[src/rtl/ptu_pkg.sv]
package ptu_pkg;

    localparam int TS_W   = 40;
    localparam int WORD_W = 32;

    typedef enum logic [2:0] {
        CMD_NOP       = 3'd0,
        CMD_LOAD_TIME = 3'd1,
        CMD_LOAD_INC  = 3'd2,
        CMD_ADJUST    = 3'd3,
        CMD_SNAPSHOT  = 3'd4
    } tmr_cmd_e;

    localparam logic [7:0] A_SHT_LO  = 8'h00;
    localparam logic [7:0] A_SHT_HI  = 8'h01;
    localparam logic [7:0] A_ADJ_LO  = 8'h02;
    localparam logic [7:0] A_ADJ_HI  = 8'h03;
    localparam logic [7:0] A_CMD     = 8'h04;
    localparam logic [7:0] A_SNAP_LO = 8'h05;
    localparam logic [7:0] A_SNAP_HI = 8'h06;
    localparam logic [1:0] BANK_LO   = 2'b01;
    localparam logic [1:0] BANK_HI   = 2'b10;

endpackage

[src/rtl/ptu_clock.sv]
module ptu_clock
    import ptu_pkg::*;
#(
    parameter int          TS_LSB    = 24,
    parameter logic [39:0] INC_RESET = 40'h01_0000_0000
) (
    input  logic        clk,
    input  logic        rst_n,
    input  logic        exec_i,
    input  logic [2:0]  cmd_i,
    input  logic [63:0] shtime_i,
    input  logic [63:0] shadj_i,
    output logic [39:0] stamp_o,
    output logic [63:0] snap_o
);

    typedef struct packed {
        logic [63:0]     tmr;
        logic [TS_W-1:0] inc;
        logic [63:0]     snap;
    } clk_st_t;

    clk_st_t q, d;

    always_comb begin
        d     = q;
        d.tmr = q.tmr + {24'b0, q.inc};
        if (exec_i) begin
            case (tmr_cmd_e'(cmd_i))
                CMD_LOAD_TIME: d.tmr  = shtime_i;
                CMD_LOAD_INC:  d.inc  = shadj_i[TS_W-1:0];
                CMD_ADJUST:    d.tmr  = q.tmr + {24'b0, q.inc} + shadj_i;
                CMD_SNAPSHOT:  d.snap = q.tmr;
                default:       ;
            endcase
        end
    end

    always_ff @(posedge clk) begin
        if (!rst_n) begin
            q.tmr  <= '0;
            q.inc  <= INC_RESET;
            q.snap <= '0;
        end else begin
            q <= d;
        end
    end

    assign stamp_o = q.tmr[TS_LSB +: TS_W];
    assign snap_o  = q.snap;


    load_time_chk: assert property (@(posedge clk) disable iff (!rst_n)
        (exec_i && cmd_i == CMD_LOAD_TIME) |=> q.tmr == $past(shtime_i));


    free_run_chk: assert property (@(posedge clk) disable iff (!rst_n)
        !exec_i |=> q.tmr == $past(q.tmr) + {24'b0, $past(q.inc)});


    snapshot_chk: assert property (@(posedge clk) disable iff (!rst_n)
        (exec_i && cmd_i == CMD_SNAPSHOT) |=> snap_o == $past(q.tmr));

endmodule

[src/rtl/ptu_ts_store.sv]
module ptu_ts_store
    import ptu_pkg::*;
#(
    parameter int NUM_PORTS = 2,
    parameter int DEPTH     = 4
) (
    input  logic                                  clk,
    input  logic                                  rst_n,
    input  logic [NUM_PORTS-1:0]                  cap_i,
    input  logic [NUM_PORTS*$clog2(DEPTH)-1:0]    cap_idx_i,
    input  logic [TS_W-1:0]                       stamp_i,
    input  logic                                  clr_lo_i,
    input  logic                                  clr_hi_i,
    input  logic [$clog2(NUM_PORTS*DEPTH)-1:0]    sel_i,
    output logic [TS_W-1:0]                       rd_ts_o,
    output logic                                  rd_vld_o,
    output logic [NUM_PORTS-1:0]                  ovf_o
);

    localparam int TOTAL = NUM_PORTS * DEPTH;
    localparam int IDX_W = $clog2(DEPTH);
    localparam int SEL_W = $clog2(TOTAL);

    typedef struct packed {
        logic [TOTAL-1:0][TS_W-1:0] ts;
        logic [TOTAL-1:0]           vld;
        logic [NUM_PORTS-1:0]       ovf;
    } store_t;

    store_t q, d;
    logic [NUM_PORTS-1:0][SEL_W-1:0] tgt;

    always_comb begin
        for (int p = 0; p < NUM_PORTS; p++) begin
            tgt[p] = SEL_W'(p * DEPTH) + SEL_W'(cap_idx_i[p*IDX_W +: IDX_W]);
        end
    end

    always_comb begin
        d = q;
        for (int e = 0; e < TOTAL; e++) begin
            if (clr_lo_i && sel_i == SEL_W'(e)) begin
                d.ts[e][31:0] = '0;
                d.vld[e]      = 1'b0;
            end
            if (clr_hi_i && sel_i == SEL_W'(e)) begin
                d.ts[e][TS_W-1:32] = '0;
                d.vld[e]           = 1'b0;
            end
        end
        for (int p = 0; p < NUM_PORTS; p++) begin
            if (cap_i[p]) begin
                if (q.vld[tgt[p]]) begin
                    d.ovf[p] = 1'b1;
                end else begin
                    d.ts[tgt[p]]  = stamp_i;
                    d.vld[tgt[p]] = 1'b1;
                end
            end
        end
    end

    always_ff @(posedge clk) begin
        if (!rst_n) begin
            q <= '0;
        end else begin
            q <= d;
        end
    end

    assign rd_ts_o  = q.ts[sel_i];
    assign rd_vld_o = q.vld[sel_i];
    assign ovf_o    = q.ovf;


    ovf_sticky_chk: assert property (@(posedge clk) disable iff (!rst_n)
        1'b1 |=> (q.ovf & $past(q.ovf)) == $past(q.ovf));

    for (genvar gp = 0; gp < NUM_PORTS; gp++) begin : g_port_chk

        drop_flags_chk: assert property (@(posedge clk) disable iff (!rst_n)
            (cap_i[gp] && q.vld[tgt[gp]]) |=> ovf_o[gp]);

        capture_valid_chk: assert property (@(posedge clk) disable iff (!rst_n)
            (cap_i[gp] && !q.vld[tgt[gp]]) |=> q.vld[$past(tgt[gp])]);
    end

endmodule

[src/rtl/port_timestamp_unit.sv]
module port_timestamp_unit
    import ptu_pkg::*;
#(
    parameter int          NUM_PORTS = 2,
    parameter int          DEPTH     = 4,
    parameter int          TS_LSB    = 24,
    parameter logic [39:0] INC_RESET = 40'h01_0000_0000
) (
    input  logic                               clk,
    input  logic                               rst_n,
    input  logic                               exec_sync,
    input  logic                               reg_we,
    input  logic [7:0]                         reg_addr,
    input  logic [31:0]                        reg_wdata,
    output logic [31:0]                        reg_rdata,
    input  logic [NUM_PORTS-1:0]               rx_sof,
    input  logic [NUM_PORTS-1:0]               tx_sof,
    input  logic [NUM_PORTS-1:0]               tx_req,
    input  logic [NUM_PORTS*$clog2(DEPTH)-1:0] tx_idx,
    output logic [NUM_PORTS*40-1:0]            rx_ts,
    output logic [NUM_PORTS-1:0]               rx_ts_vld,
    output logic [NUM_PORTS-1:0]               cap_ovf
);

    localparam int TOTAL = NUM_PORTS * DEPTH;
    localparam int SEL_W = $clog2(TOTAL);

    typedef struct packed {
        logic [WORD_W-1:0]               sht_lo;
        logic [WORD_W-1:0]               sht_hi;
        logic [WORD_W-1:0]               adj_lo;
        logic [WORD_W-1:0]               adj_hi;
        logic [WORD_W-1:0]               cmd;
        logic [NUM_PORTS-1:0][TS_W-1:0]  rx_ts;
        logic [NUM_PORTS-1:0]            rx_vld;
    } regs_t;

    regs_t q, d;

    logic [TS_W-1:0]  stamp;
    logic [63:0]      snap;
    logic             hit, clr_lo, clr_hi, rd_vld;
    logic [TS_W-1:0]  rd_ts;
    logic [SEL_W-1:0] sel;

    assign sel    = reg_addr[SEL_W-1:0];
    assign hit    = ({2'b00, reg_addr[5:0]} < 8'(TOTAL));
    assign clr_lo = reg_we && (reg_wdata == '0) && hit && (reg_addr[7:6] == BANK_LO);
    assign clr_hi = reg_we && (reg_wdata == '0) && hit && (reg_addr[7:6] == BANK_HI);

    ptu_clock #(.TS_LSB(TS_LSB), .INC_RESET(INC_RESET)) u_clock (
        .clk      (clk),
        .rst_n    (rst_n),
        .exec_i   (exec_sync),
        .cmd_i    (q.cmd[2:0]),
        .shtime_i ({q.sht_hi, q.sht_lo}),
        .shadj_i  ({q.adj_hi, q.adj_lo}),
        .stamp_o  (stamp),
        .snap_o   (snap)
    );

    ptu_ts_store #(.NUM_PORTS(NUM_PORTS), .DEPTH(DEPTH)) u_store (
        .clk       (clk),
        .rst_n     (rst_n),
        .cap_i     (tx_sof & tx_req),
        .cap_idx_i (tx_idx),
        .stamp_i   (stamp),
        .clr_lo_i  (clr_lo),
        .clr_hi_i  (clr_hi),
        .sel_i     (sel),
        .rd_ts_o   (rd_ts),
        .rd_vld_o  (rd_vld),
        .ovf_o     (cap_ovf)
    );

    always_comb begin
        d        = q;
        d.rx_vld = rx_sof;
        for (int p = 0; p < NUM_PORTS; p++) begin
            if (rx_sof[p]) d.rx_ts[p] = stamp;
        end
        if (reg_we) begin
            case (reg_addr)
                A_SHT_LO: d.sht_lo = reg_wdata;
                A_SHT_HI: d.sht_hi = reg_wdata;
                A_ADJ_LO: d.adj_lo = reg_wdata;
                A_ADJ_HI: d.adj_hi = reg_wdata;
                A_CMD:    d.cmd    = reg_wdata;
                default:  ;
            endcase
        end
    end

    always_ff @(posedge clk) begin
        if (!rst_n) begin
            q <= '0;
        end else begin
            q <= d;
        end
    end

    always_comb begin
        reg_rdata = '0;
        case (reg_addr)
            A_SHT_LO:  reg_rdata = q.sht_lo;
            A_SHT_HI:  reg_rdata = q.sht_hi;
            A_ADJ_LO:  reg_rdata = q.adj_lo;
            A_ADJ_HI:  reg_rdata = q.adj_hi;
            A_CMD:     reg_rdata = q.cmd;
            A_SNAP_LO: reg_rdata = snap[31:0];
            A_SNAP_HI: reg_rdata = snap[63:32];
            default: begin
                if (hit && reg_addr[7:6] == BANK_LO)
                    reg_rdata = rd_ts[31:0];
                else if (hit && reg_addr[7:6] == BANK_HI)
                    reg_rdata = {rd_vld, 23'b0, rd_ts[TS_W-1:32]};
            end
        endcase
    end

    assign rx_ts     = q.rx_ts;
    assign rx_ts_vld = q.rx_vld;


    rx_follow_chk: assert property (@(posedge clk) disable iff (!rst_n)
        1'b1 |=> rx_ts_vld == $past(rx_sof));


    cmd_hold_chk: assert property (@(posedge clk) disable iff (!rst_n)
        !(reg_we && reg_addr == A_CMD) |=> $stable(q.cmd));

endmodule

[config.mk]
export PLATFORM = sky130hd
export DESIGN_NAME = port_timestamp_unit
export DESIGN_NICKNAME = d
export VERILOG_FILES = /design/src/rtl/ptu_pkg.sv /design/src/rtl/ptu_clock.sv /design/src/rtl/ptu_ts_store.sv /design/src/rtl/port_timestamp_unit.sv
export SDC_FILE = /design/constraint.sdc
export NUM_CORES = 2
export LEC_CHECK = 0
export BUFFER_PORTS_ARGS = -buffer_cell sky130_fd_sc_hd__buf_2
export CORE_ASPECT_RATIO = 0.5
export CORE_MARGIN = 8
export CORE_UTILIZATION = 62
export CTS_BUF_LIST = sky130_fd_sc_hd__clkbuf_16
export CTS_CLUSTER_DIAMETER = 200
export DETAILED_ROUTE_END_ITERATION = 12
export HOLD_SLACK_MARGIN = 0.02
export PLACE_DENSITY = 0.8
export SLEW_MARGIN = 20
export SYNTH_ARGS = -nofsm -noshare
export SYNTH_HDL_FRONTEND = slang
export SYNTH_SLANG_ARGS = --single-unit
export TNS_END_PERCENT = 30
[constraint.sdc]
create_clock -name clk -period 6.1 [get_ports clk]
set_clock_uncertainty 0.05 [all_clocks]
set_input_delay 0.305 -clock clk [delete_from_list [all_inputs] [get_ports clk]]
set_output_delay 0.305 -clock clk [all_outputs]
set_load 0.02 [all_outputs]
==> flow_metrics.tcl <==
set metrics [dict create \
    clockBufferDepth 3 \
    grt-ovfl-total 0 \
    drc 0 \
    drv_slew 0 \
    synth_top_flop_cell "dfxtp_1" \
    antenna_left 0 \
    core_area_mm2 0.0613 \
    async_reset_ff_share_pct 0 \
    postSynthAreaPerCell_um2 8.90 \
    internal_power_mw 7.27 \
    initial_core_util_pct 63.0 \
    ioPinCount 170 \
    die_w_um 369 \
    dpl.hpwl_um 95600 \
    powerDensity_mw_per_mm2 229 \
    fmax_mhz 175 \
    cts_resized 0 \
    crit_path_start_kind "flop" \
    min_path_type "in2reg" \
    cp-end-kind "flop" \
    synth_edf_count 0 \
    clock_latency_ns 0.63 \
    slowest_stage "o21a_1" \
    total_power_mw 9.64 \
    nFillCells 4812 \
    finalCritPeriodShare_pct 93.6 \
    grt_pass1_wl_um 211000 \
    dr.pass1.iters 8 \
    grt_pass1_vias 33500 \
    fin_cells 5157 \
    ys_warn_count 0 \
    synthCells 4343 \
    fin_ws_ns 0.393 \
    antenna_found_initial 7 \
    rsz0062_at_grt "false" \
    die-area_mm2 0.0710 \
    synth-seq-area-share_pct 38.3 \
    fin_nets 4437 \
    cpPeakStageDelay_ns 0.73 \
    numClockSinks 740 \
    arrival_ns 6.18 \
    p_leak_nw 15.5 \
    worst_slew_pin_slew_ns 1.22 \
    netSwitchingPower_mw 2.37 \
    multiInputGateArea_mm2 0.0219 \
    clk_pin_slew_ns 0.07 \
    grt_max_degree 274 \
    seqCellArea_mm2 0.0148 \
    netlist_area_mm2 0.0386 \
    p_comb_share_pct 5.0 \
    cts_tree "done" \
    syn_nets 4509 \
    criticalPathCategory "reg2reg" \
    htreeDepth 3 \
    whs_ns 0.223 \
    drt_iter0_markers 5228 \
    root_buffer "clkbuf_16" \
    fin_area_mm2 0.0421 \
    hold_violations 0 \
    tns_ns 0 \
    cp_max_fo 11 \
    power_frac_seq_pct 50.2 \
    gp_routability_congestion 1.01 \
    syn_to_final_growth_pct 8.87 \
    run_status "finished, final reports clean" \
    die_h_um 193 \
    placedCellCount 4992 \
    totalWireLength_um 143000 \
    setup_violations 0 \
    mostFrequentLayoutCell "dfxtp_1" \
    peakVddDrop_mv 0.220 \
    ys_seq_elements 740 \
    pwr-share-clk_pct 44.7 \
    relSlewSlack_pct 18.1 \
    maxCapViolCount 0 \
    synth.distinct_cells 74 \
    required_ns 6.57 \
    placed_cell_area_mm2 0.0395 \
    post-place-ws_ns 0.474 \
    routed_via_density 6.81 \
    std_cell_rows 64 \
    wl_per_cell_um 27.6 \
    layout_min_cycle_time_ns 5.71 \
    port_buffers 169 \
    crit_chain "ha_1, inv_1, fa_1, nand2b_1, a21oi_1, a2111oi_4, a2111oi_2, buf_4, nor3_1, o21a_1, nor2_1, xor2_1, ha_1, a21oi_1, o21ai_1, a2111oi_0, a21oi_1, a31oi_1, o21ai_0, nor2_1, xor2_1, nor2_1, a221o_1" \
    numCtsBuffers 66 \
    utilization_pct 68.6 \
    postCtsSetupBuffers 0 \
    swShare_pct 24.6 \
    track_usage_pct 38.4 \
    vias 35100 \
    final_cell_mix "dfxtp_1 (740), nand2_1 (686), nor2b_1 (424), a22oi_1 (379), a21boi_0 (216)" \
    drive_above_1_share_pct 12.1 \
]
-- flip-flops by register name, summed over array words and instances (netlist names) --
name,flops
q,160
u_store.ovf_o,2
u_store.q,328
rx_ts_vld,2
u_clock.stamp_o,40
u_clock.snap_o,64
u_clock.q,64
rx_ts,80
-- cells in the mapped netlist (all sizes together), types with 90 or more instances --
library cell	instances	share of area [%]
dfxtp	740	38
nand2	688	6.7
nor2b	426	6.9
a22oi	379	7.4
clkbuf	311	3.0
a21boi	268	5.2
a21oi	167	2.2
mux2i	138	3.6
buf	133	2.2
o21ai	128	1.7
nor2	116	1.1
ha	110	3.6
mux4	90	5.2
-- power groups by stage --
stage                     Clock (mW)  Sequential [mW]  Combinational, mW
final                           4.31             4.85              0.486
after detailed placement           0             4.96              0.447
after global routing            4.52             4.84              0.497
after CTS                       4.29             4.85              0.466
after floorplan                    0             4.95              0.289
after global placement             0             4.96              0.445
-- critical path, delay by kind of cell, from the launching register on --
kind	cells	cell delay [ns]
and+or+nand+nor	5	0.85
AOI/OAI and AO/OA	11	2.92
xor gates and xnor gates	2	0.37
DFF	1	0.31
adders and majority gates	3	0.80
buffers and inverters	2	0.27
-- what timing repair did --
action,in CTS,in global routing
endpoints found under the setup margin,0,0
endpoints found under the hold margin,155,0
hold buffers,36,0
-- per-layer routing --
layer  part of all wire (%)  wire length [um]  global-route usage, %  up-vias
li1                       -                 -                      -    15200
met1                     39             55800                   50.9    17000
met2                     41             58500                   55.5     2428
met4                    4.4              6210                   15.6        8
met3                     15             22000                   15.7      476
met5                   0.11               161                  0.961        -
-- cell families after synthesis --
logic type	after synthesis	synth area share [%]
muxes	247	9.38
DFF	740	38.3
buffers and inverters	465	5.41
xor gates and xnor gates	119	2.70
AOI/OAI and AO/OA	1221	22.4
adders and majority gates	112	3.67
and+or+nand+nor	1439	18.1
-- path summary, 6_finish.rpt --
check | startpoint | to | slack, ns | cells past startpoint
setup / recovery | u_clock.q[64] | u_clock.stamp_o[29] | 0.39 | 23
hold / removal | rst_n | q[108] | 0.22 | 2
setup reg to reg | u_clock.q[64] | u_clock.stamp_o[29] | 0.39 | 23
hold reg to reg | q[96] | q[96] | 0.42 | 2
-- final cells by class --
class                      count  area share, %
sequential                   740           35.2
multi-input combinational   3138           52.1
tap                          825           2.45
clock inverter                53           1.21
timing repair buffer         304           4.78
inverter                      21          0.187
clock buffer                  67           3.99
antenna                        9         0.0535
Note: power is estimated with default switching activity, not from simulation.
